[src/rtl/sha_pad_pkg.sv]
`timescale 1ns/1ps
package sha_pad_pkg;
  localparam int unsigned BYTE_W = 8;

  // Source of the byte written into the block each cycle
  typedef enum logic [1:0] {
    PH_DATA = 2'd0,   // message bytes from the input
    PH_MARK = 2'd1,   // single 0x80 marker
    PH_ZERO = 2'd2,   // zero fill up to the trailer position
    PH_LEN  = 2'd3    // 64-bit length trailer
  } pad_phase_e;
endpackage

[src/rtl/sha_pad_buf.sv]
`timescale 1ns/1ps
// Block register: byte-addressed write, whole-block read, full flag
module sha_pad_buf #(
  parameter  int unsigned BLK_BYTES = 64,
  localparam int unsigned POS_W     = $clog2(BLK_BYTES),
  localparam int unsigned BLK_W     = BLK_BYTES * sha_pad_pkg::BYTE_W
) (
  input  logic                           clk,
  input  logic                           rst,
  input  logic                           clr,
  input  logic                           wr_en,
  input  logic [POS_W-1:0]               wr_pos,
  input  logic [sha_pad_pkg::BYTE_W-1:0] wr_byte,
  input  logic                           wr_last,
  input  logic                           take,
  output logic                           full,
  output logic [BLK_W-1:0]               data
);
  localparam int unsigned BW = sha_pad_pkg::BYTE_W;

  // One register lane per byte position; position 0 is the most significant
  logic [BW-1:0] lane_q [BLK_BYTES];

  for (genvar b = 0; b < BLK_BYTES; b++) begin : g_lane
    always_ff @(posedge clk) begin
      if (rst || clr) begin
        lane_q[b] <= '0;
      end else if (wr_en && (wr_pos == POS_W'(b))) begin
        lane_q[b] <= wr_byte;
      end
    end
    assign data[BLK_W-1-BW*b -: BW] = lane_q[b];
  end

  always_ff @(posedge clk) begin
    if (rst || clr) begin
      full <= 1'b0;
    end else if (wr_en && wr_last) begin
      full <= 1'b1;
    end else if (take) begin
      full <= 1'b0;
    end
  end
endmodule

[src/rtl/sha_pad_seq.sv]
`timescale 1ns/1ps
// Byte counter, padding phase sequencer and write-byte selection
module sha_pad_seq
  import sha_pad_pkg::*;
#(
  parameter  int unsigned BLK_BYTES = 64,
  parameter  int unsigned LEN_W     = 32,
  localparam int unsigned POS_W     = $clog2(BLK_BYTES),
  localparam int unsigned CNT_W     = LEN_W - 3
) (
  input  logic              clk,
  input  logic              rst,
  input  logic              start,
  input  logic [CNT_W-1:0]  preload,
  input  logic              in_valid,
  input  logic [BYTE_W-1:0] in_byte,
  input  logic              finish,
  input  logic              full,
  output logic              in_ready,
  output logic              wr_en,
  output logic [POS_W-1:0]  wr_pos,
  output logic [BYTE_W-1:0] wr_byte,
  output logic              wr_last,
  output logic              len_err
);
  localparam int unsigned TRAIL_B  = 8;                 // 64-bit trailer
  localparam int unsigned LEN_B    = LEN_W / BYTE_W;    // nonzero trailer bytes
  localparam int unsigned TI_W     = $clog2(TRAIL_B);
  localparam int unsigned MARK_END = BLK_BYTES - TRAIL_B;

  pad_phase_e        phase_q;
  logic [CNT_W-1:0]  cnt_q;
  logic [LEN_W-1:0]  len_q;
  logic              err_q;

  logic              take_byte, pad_go, fin_go;
  logic [POS_W-1:0]  pos, pos_nx;
  logic [TI_W-1:0]   tidx;
  logic [BYTE_W-1:0] pad_byte;

  assign pos       = cnt_q[POS_W-1:0];
  assign pos_nx    = pos + 1'b1;
  assign tidx      = pos[TI_W-1:0];
  assign in_ready  = (phase_q == PH_DATA) && !full;
  assign take_byte = in_valid && in_ready && !start;
  assign fin_go    = finish && in_ready && !start;
  assign pad_go    = (phase_q != PH_DATA) && !full && !start;
  assign wr_en     = take_byte || pad_go;
  assign wr_pos    = pos;
  assign wr_last   = (pos == POS_W'(BLK_BYTES - 1));
  assign len_err   = err_q;

  always_comb begin
    pad_byte = '0;
    unique case (phase_q)
      PH_MARK: pad_byte = 8'h80;
      PH_LEN: begin
        if (tidx >= TI_W'(TRAIL_B - LEN_B)) begin
          pad_byte = BYTE_W'(len_q >> (BYTE_W * (TRAIL_B - 1 - int'(tidx))));
        end
      end
      default: pad_byte = '0;
    endcase
  end

  assign wr_byte = take_byte ? in_byte : pad_byte;

  always_ff @(posedge clk) begin
    if (rst) begin
      phase_q <= PH_DATA;
      cnt_q   <= '0;
      len_q   <= '0;
      err_q   <= 1'b0;
    end else if (start) begin
      phase_q <= PH_DATA;
      cnt_q   <= preload;
      err_q   <= 1'b0;
    end else begin
      if (take_byte && (cnt_q == '1)) begin
        err_q <= 1'b1;
      end
      if (fin_go) begin
        len_q   <= {cnt_q + CNT_W'(take_byte), 3'b000};
        phase_q <= PH_MARK;
      end
      if (wr_en) begin
        cnt_q <= cnt_q + 1'b1;
      end
      if (pad_go) begin
        unique case (phase_q)
          PH_MARK: phase_q <= (pos_nx == POS_W'(MARK_END)) ? PH_LEN : PH_ZERO;
          PH_ZERO: if (pos_nx == POS_W'(MARK_END)) phase_q <= PH_LEN;
          PH_LEN: begin
            if (wr_last) begin
              phase_q <= PH_DATA;
              cnt_q   <= '0;
            end
          end
          default: phase_q <= phase_q;
        endcase
      end
    end
  end
endmodule

[src/rtl/sha_pad_packer.sv]
`timescale 1ns/1ps
module sha_pad_packer #(
  parameter  int unsigned BLK_BYTES = 64,
  parameter  int unsigned LEN_W     = 32,
  localparam int unsigned BLK_W     = BLK_BYTES * 8,
  localparam int unsigned CNT_W     = LEN_W - 3
) (
  input  logic             clk,
  input  logic             rst,
  input  logic             msg_start,
  input  logic [CNT_W-1:0] msg_preload,
  input  logic             in_valid,
  input  logic [7:0]       in_byte,
  output logic             in_ready,
  input  logic             finish_i,
  output logic             blk_valid,
  output logic [BLK_W-1:0] blk_data,
  input  logic             blk_ready,
  output logic             len_err
);
  localparam int unsigned POS_W = $clog2(BLK_BYTES);

  logic             wr_en, wr_last, full;
  logic [POS_W-1:0] wr_pos;
  logic [7:0]       wr_byte;

  sha_pad_seq #(.BLK_BYTES(BLK_BYTES), .LEN_W(LEN_W)) u_seq (
    .clk      (clk),
    .rst      (rst),
    .start    (msg_start),
    .preload  (msg_preload),
    .in_valid (in_valid),
    .in_byte  (in_byte),
    .finish   (finish_i),
    .full     (full),
    .in_ready (in_ready),
    .wr_en    (wr_en),
    .wr_pos   (wr_pos),
    .wr_byte  (wr_byte),
    .wr_last  (wr_last),
    .len_err  (len_err)
  );

  sha_pad_buf #(.BLK_BYTES(BLK_BYTES)) u_buf (
    .clk     (clk),
    .rst     (rst),
    .clr     (msg_start),
    .wr_en   (wr_en),
    .wr_pos  (wr_pos),
    .wr_byte (wr_byte),
    .wr_last (wr_last),
    .take    (full && blk_ready),
    .full    (full),
    .data    (blk_data)
  );

  assign blk_valid = full;
endmodule

[config.mk]
export PLATFORM = sky130hd
export DESIGN_NAME = sha_pad_packer
export DESIGN_NICKNAME = d
export VERILOG_FILES = /design/src/rtl/sha_pad_pkg.sv /design/src/rtl/sha_pad_buf.sv /design/src/rtl/sha_pad_seq.sv /design/src/rtl/sha_pad_packer.sv
export SDC_FILE = /design/constraint.sdc
export NUM_CORES = 1
export LEC_CHECK = 0
export BUFFER_PORTS_ARGS = -buffer_cell sky130_fd_sc_hd__buf_2
export CAP_MARGIN = 20
export CORE_MARGIN = 5
export CORE_UTILIZATION = 30
export CTS_CLUSTER_DIAMETER = 200
export DETAILED_ROUTE_END_ITERATION = 10
export PLACE_DENSITY = 0.59
export SLEW_MARGIN = 20
export SYNTH_ARGS = -nofsm -noshare
export SYNTH_HDL_FRONTEND = slang
export SYNTH_SLANG_ARGS = --single-unit
export TNS_END_PERCENT = 50
[constraint.sdc]
create_clock -name clk -period 4.53 [get_ports clk]
set_input_delay 0.906 -clock clk [delete_from_list [all_inputs] [get_ports clk]]
set_output_delay 0.906 -clock clk [all_outputs]
set_load 0.05 [all_outputs]
======== Word level (Yosys, flattened, before mapping) ========
Memory sizes are Yosys's and may differ from the RTL's.
Cells that the tools add are included.
operators by class
  eq/ne operators ......................... 69
  shift operators ......................... 1
  reduce and logical (&&, ||, !) cells .... 83
  add/sub/neg operators ................... 4
  magnitude comparators ................... 1
  multiplexer cells ....................... 274
  bitwise operators ....................... 65
operator list
  kind                                                                count
  8-bit 2-to-1 mux                                                    66
  6-bit == test (second input constant)                               33
  1-bit 2-to-1 mux                                                    197
  29-bit 2-to-1 mux                                                   5
  6-bit by 5-bit == test with 1-bit output (second input constant)    16
  1-bit logical AND                                                   73
  1-bit bitwise OR                                                    64
  6-bit by 4-bit == test with 1-bit output (second input constant)    8
  32-bit by 32-bit >> shifter with 8-bit output                       1
  29-bit by 1-bit adder with 29-bit output                            1
  29-bit by 1-bit adder with 29-bit output (second input constant)    1
  29-bit == test (second input constant)                              1
  6-bit by 3-bit == test with 1-bit output (second input constant)    4
  8-bit one-hot mux with 2 select lines                               1
  6-bit by 2-bit == test with 1-bit output (second input constant)    2
  2-bit 2-to-1 mux                                                    4
  6-bit by 1-bit adder with 6-bit output (second input constant)      1
  6-bit by 1-bit == test with 1-bit output (second input constant)    1
  6-bit logical NOT                                                   1
  2-bit one-hot mux with 3 select lines                               1
  2-bit == test (second input constant)                               2
  4-bit inequality test (second input constant)                       1
  2-bit nonzero test                                                  2
  3-bit by 3-bit subtractor with 4-bit output (first input constant)  1
  8 further kinds                                                     10
word-level totals
  word-level logic and storage cells ...... 503
  bits in writable memories ............... 512
  flip-flop bits (word level) ............. 62
  memories kept ........................... 1
  output and inout bits ................... 515
memory list
  name          depth  width  read ports  clocked after memory_dff  wr ports  RTL line           RTL
  u_buf.lane_q  64     8      64          0                         64        sha_pad_buf.sv:22  logic [BW-1:0] lane_q [BLK_BYTES];

======== Depth between registers and ports, before layout ========
  depth after elaboration ................. 10
  mapped depth ............................ 11
  gate-level depth less buffers ........... 9

======== Hierarchy ========
A second synthesis with hierarchy kept.
unflattened totals
  cell total of the unflattened synthesis .. 1806
  area total of the unflattened synthesis .. 24090.6 µm²
by module, submodules not included
  module          area each (µm²)  sequential area each (µm²)  times used  cells each
  sha_pad_buf     20444.6          15394.8                     1           1359
  sha_pad_seq     3639.7           1221.2                      1           446
  sha_pad_packer  6.3              0.0                         1           1

======== Least setup slack after synthesis ========
No wires, ideal clock.
  path type ............................... input to register
  start point ............................. in msg_start
  end point ............................... reg u_seq.len_q[31]
  buffers on the path ..................... 2
  arrival time ............................ 2.908 ns
  slack ................................... 1.537 ns
  stages on the path ...................... 11
  cells stage by stage .................... buf_6 -> nor2_2 -> and3_1 -> buf_2 -> ha_1 -> ha_1 -> nand3_1 -> nor2_1 -> nand4_1 -> xor2_1 -> a211oi_1
between the ends
  word-level cells in the longest chain between the ends .. 3
  elaborated cells on any way between the ends .. 6
  those cells by class .................... add/sub (1); bitwise (1); reduce/logical (4)
ends and longest elaborated chain
  element                                                                          RTL line                              RTL
  start, declared                                                                  sha_pad_packer.sv:10                  input logic msg_start,
  1-bit logical NOT                                                                sha_pad_seq.sv:45, sha_pad_seq.sv:46
  1-bit logical AND (on tied branches)                                             sha_pad_seq.sv:45, sha_pad_seq.sv:46
  29-bit by 1-bit adder with 29-bit output or 2-bit AND reduction (tied branches)  -
  end signal, assigned                                                             sha_pad_seq.sv:83                     len_q <= {cnt_q + CNT_W'(take_byte), 3'b000};
  end, declared                                                                    sha_pad_seq.sv:33                     logic [LEN_W-1:0] len_q;
Several ways; a longest one is shown, not always the timed one.
A chain may end at the register's enable or synchronous reset.

======== Worst setup path after layout ========
  start point ............................. reg u_seq.cnt_q[0]
  end point ............................... reg u_seq.cnt_q[25]
between the ends
  word-level cells in the longest chain between the ends .. 6
  elaborated cells on any way between the ends .. 7
  those cells by class .................... add/sub (1); eq/ne (1); mux (5)
ends and longest elaborated chain
  element                                   RTL line           RTL
  start, declared                           sha_pad_seq.sv:32  logic [CNT_W-1:0] cnt_q;
  start signal, assigned                    sha_pad_seq.sv:76  cnt_q <= preload;
  start signal, assigned                    sha_pad_seq.sv:87  cnt_q <= cnt_q + 1'b1;
  29-bit by 1-bit adder with 29-bit output  sha_pad_seq.sv:87
  29-bit 2-to-1 mux                         sha_pad_seq.sv:86  if (wr_en) begin
  29-bit 2-to-1 mux                         sha_pad_seq.sv:94  if (wr_last) begin
  29-bit 2-to-1 mux                         sha_pad_seq.sv:90  unique case (phase_q)
  29-bit 2-to-1 mux (*)                     sha_pad_seq.sv:89  if (pad_go) begin
  29-bit 2-to-1 mux (*)                     sha_pad_seq.sv:74  end else if (start) begin
Every way passes the cells marked *; elsewhere a longest branch is shown, timed or not.

==> results.toml <==
[detailed_routing]
drtIter0Drc = 1338
met2_length_mm = 40.85
met3_length_mm = 7.498
avgRoutedWirePerCell_um = 24.54
wl_met1_mm = 30.97
firstDrtPassIters = 5
top_layer = "met5"
ant_nets = 0
via_per_inst = 4.828
wl_mm = 81.90
drc_errors = 0
vias = 16112

[synth]
ys_seq_elements = 574
yosysTopAreaCell = "edfxtp_1"
synth.top_cell.area_share_pct = 69.55
synthCells = 1721
synthTopCellsByArea = "edfxtp_1 (70%), nor2_1 (9.5%), dfxtp_1 (5.6%)"
synth_xor_xnor_area_share_pct = 2.100
ys.flop_type = "edfxtp_1"
synthAdderAreaFrac_pct = 0.3962
syn_area_um2 = 22110
synth_warnings = 0
synth_compound_area_share_pct = 4.126
synth-edff-count = 512
yosys.area_share.simple_pct = 15.60
syn_area_per_cell_um2 = 12.85
async_flop_share_pct = 0
synth.area.mux_share_pct = 0.4754
ys_seq_area_share_pct = 75.16
synth_top_family_by_area = "simple AND/OR/NAND/NOR gates"
synth_cell_types = 51
syn-num-nets = 1771

[cells_and_area]
final_common_cell = "nor2_1"
multiInputGateArea_um2 = 5074
final_cell_mix = "nor2_1 (559), buf_2 (557), edfxtp_1 (512), nand2_1 (134)"
regArea_um2 = 16620
drive_gt1_share_pct = 32.30
nets = 2378
instances_no_fill = 3337
syn_to_final_growth_pct = 28.49
fillCellCount = 7048
diodes = 0

[clock_tree]
clk_path_buf_depth = 3
root_buffer = "clkbuf_16"
hold_buffers = 0
cts_made_buffers = 60
cts_resized = 0
cts_tree = "built"
htreeDepth = 2
post_cts_buffers = 0
clkSlewWorstSetupHoldPaths_ns = 0.06
clk_latency_ns = 0.63
clock_sinks = 574

[sta]
period_share_pct = 70.74
worst_pin_slew_ns = 1.136
finClkSkew_ns = 0.03524
max_slew_margin_pct = 23.57
fin_crit_ns = 3.204
slew_violations = 0
setup_viol = 0
clock.fmax_mhz = 312.1
rsz0062_at_grt = "false"
hold_violations = 0
tns_ns = 0

[power_and_ir_drop]
ir_drop_v = 0.0002907
finalPower_w = 0.01253
cellPowerDensity_nw_per_um2 = 441.0
power.leakage_nw = 11.44

[setup_path]
startpoint_type = "flop"
critical_path_class = "reg -> reg"
end_kind = "flop"
crit_required_ns = 4.97
cp_data_arrival_time_ns = 3.64
worstPathMaxFanout = 27

[die]
core_area_um2 = 73080
ios = 558
die_h_um = 281.5
die_width_um = 281.5
row_count = 99
start_util_pct = 30.25
dieArea_um2 = 79220

[run]
cap_violations = 0

[outcome]
status = "finished, final reports clean"

[place]
placed_cells = 3225
portBuffers = 557
place_hpwl_mm = 58.79
gp_congestion = 0.9178

[global_route]
antenna_found_initial = 3
grt_overflow = 0
track_usage_pct = 19.71
grt_pass1_wl_mm = 113.5
grt_max_degree = 56
grt_pass1_vias = 15954

[min_path]
hp-class = "reg -> reg"
==> power breakdown <==
group	switching, W	leakage (nW)	internal (W)
Sequential	0.000115	6.22	0.00597
Clock	0.00211	0.977	0.00290
Combinational	0.00118	4.25	0.000255
Total	0.00340	11.4	0.00912
==> worst max-delay path: stages, from the launching register on <==
cell and delay (ns):
dfxtp_1 0.90, ha_1 0.42, nand2_1 0.23, nor4_1 0.47, nand2b_1 0.78, o21ai_0 0.23
==> cell families after synthesis <==
family,count (synthesis)
xor+xnor,53
compound gates,151
simple gates,820
fa+ha+maj,7
buf+inv,108
mux,8
flops,574
==> sequential cells by signal (all words and copies together) (netlist names) <==
register	cells
u_buf.lane_q	512
u_seq.len_q	29
u_seq.len_err	1
u_seq.phase_q	2
u_buf.full	1
u_seq.cnt_q	29
==> per-stage QoR <==
stage          utilization [%]  area (µm²)  hold slack, ns  setup WS, ns
5_1_grt                  38.87       28410          0.4683        0.9426
3_5_place_dp             36.10       26380          0.4517        0.9165
4_1_cts                  38.87       28410          0.4556         1.317
6_report                 38.87       28410          0.4598         1.326
2_1_floorplan                -       22110          0.4357         1.537
3_3_place_gp             36.10       26380          0.4521        0.9683
==> Yosys cell counts (6+ instances only) <==
master    number
a211oi_1      26
a21oi_1       12
and2_1        15
and3_1         9
buf_1          7
buf_2         36
clkbuf_1      52
dfxtp_1       62
edfxtp_1     512
ha_1           7
inv_1          7
mux2i_1        6
nand2_1      134
nand3_1       24
nand4_1       21
nor2_1       560
nor3_1         9
nor3_2         7
nor4_1         6
o21ai_0       91
or3_1          6
xnor2_1       27
xor2_1        26
==> routing by layer <==
layer,vias to the layer above,track usage [%]
met5,-,0.7156
met4,2,5.762
met3,110,5.299
met2,864,34.38
met1,7912,24.09
li1,7224,-
==> cell type report <==
cell class / instances / share of cell area, %
Multi-Input combinational cell: 1039 / 17.86
Sequential cell: 574 / 58.49
Tap cell: 959 / 4.224
Timing Repair Buffer: 646 / 12.21
Inverter: 7 / 0.09250
Clock buffer: 67 / 5.378
Clock inverter: 45 / 1.740
==> final timing paths <==
kind	startpoint	to	slack, ns	depth (start not counted)
worst min-delay path	u_seq.len_q[26]	u_seq.len_q[26]	0.46	2
worst max register to register	u_seq.cnt_q[0]	u_seq.cnt_q[25]	1.33	5
worst min register to register	u_seq.len_q[26]	u_seq.len_q[26]	0.46	2
worst max-delay path	u_seq.cnt_q[0]	u_seq.cnt_q[25]	1.33	5
Power figures use the tool's default switching activity.
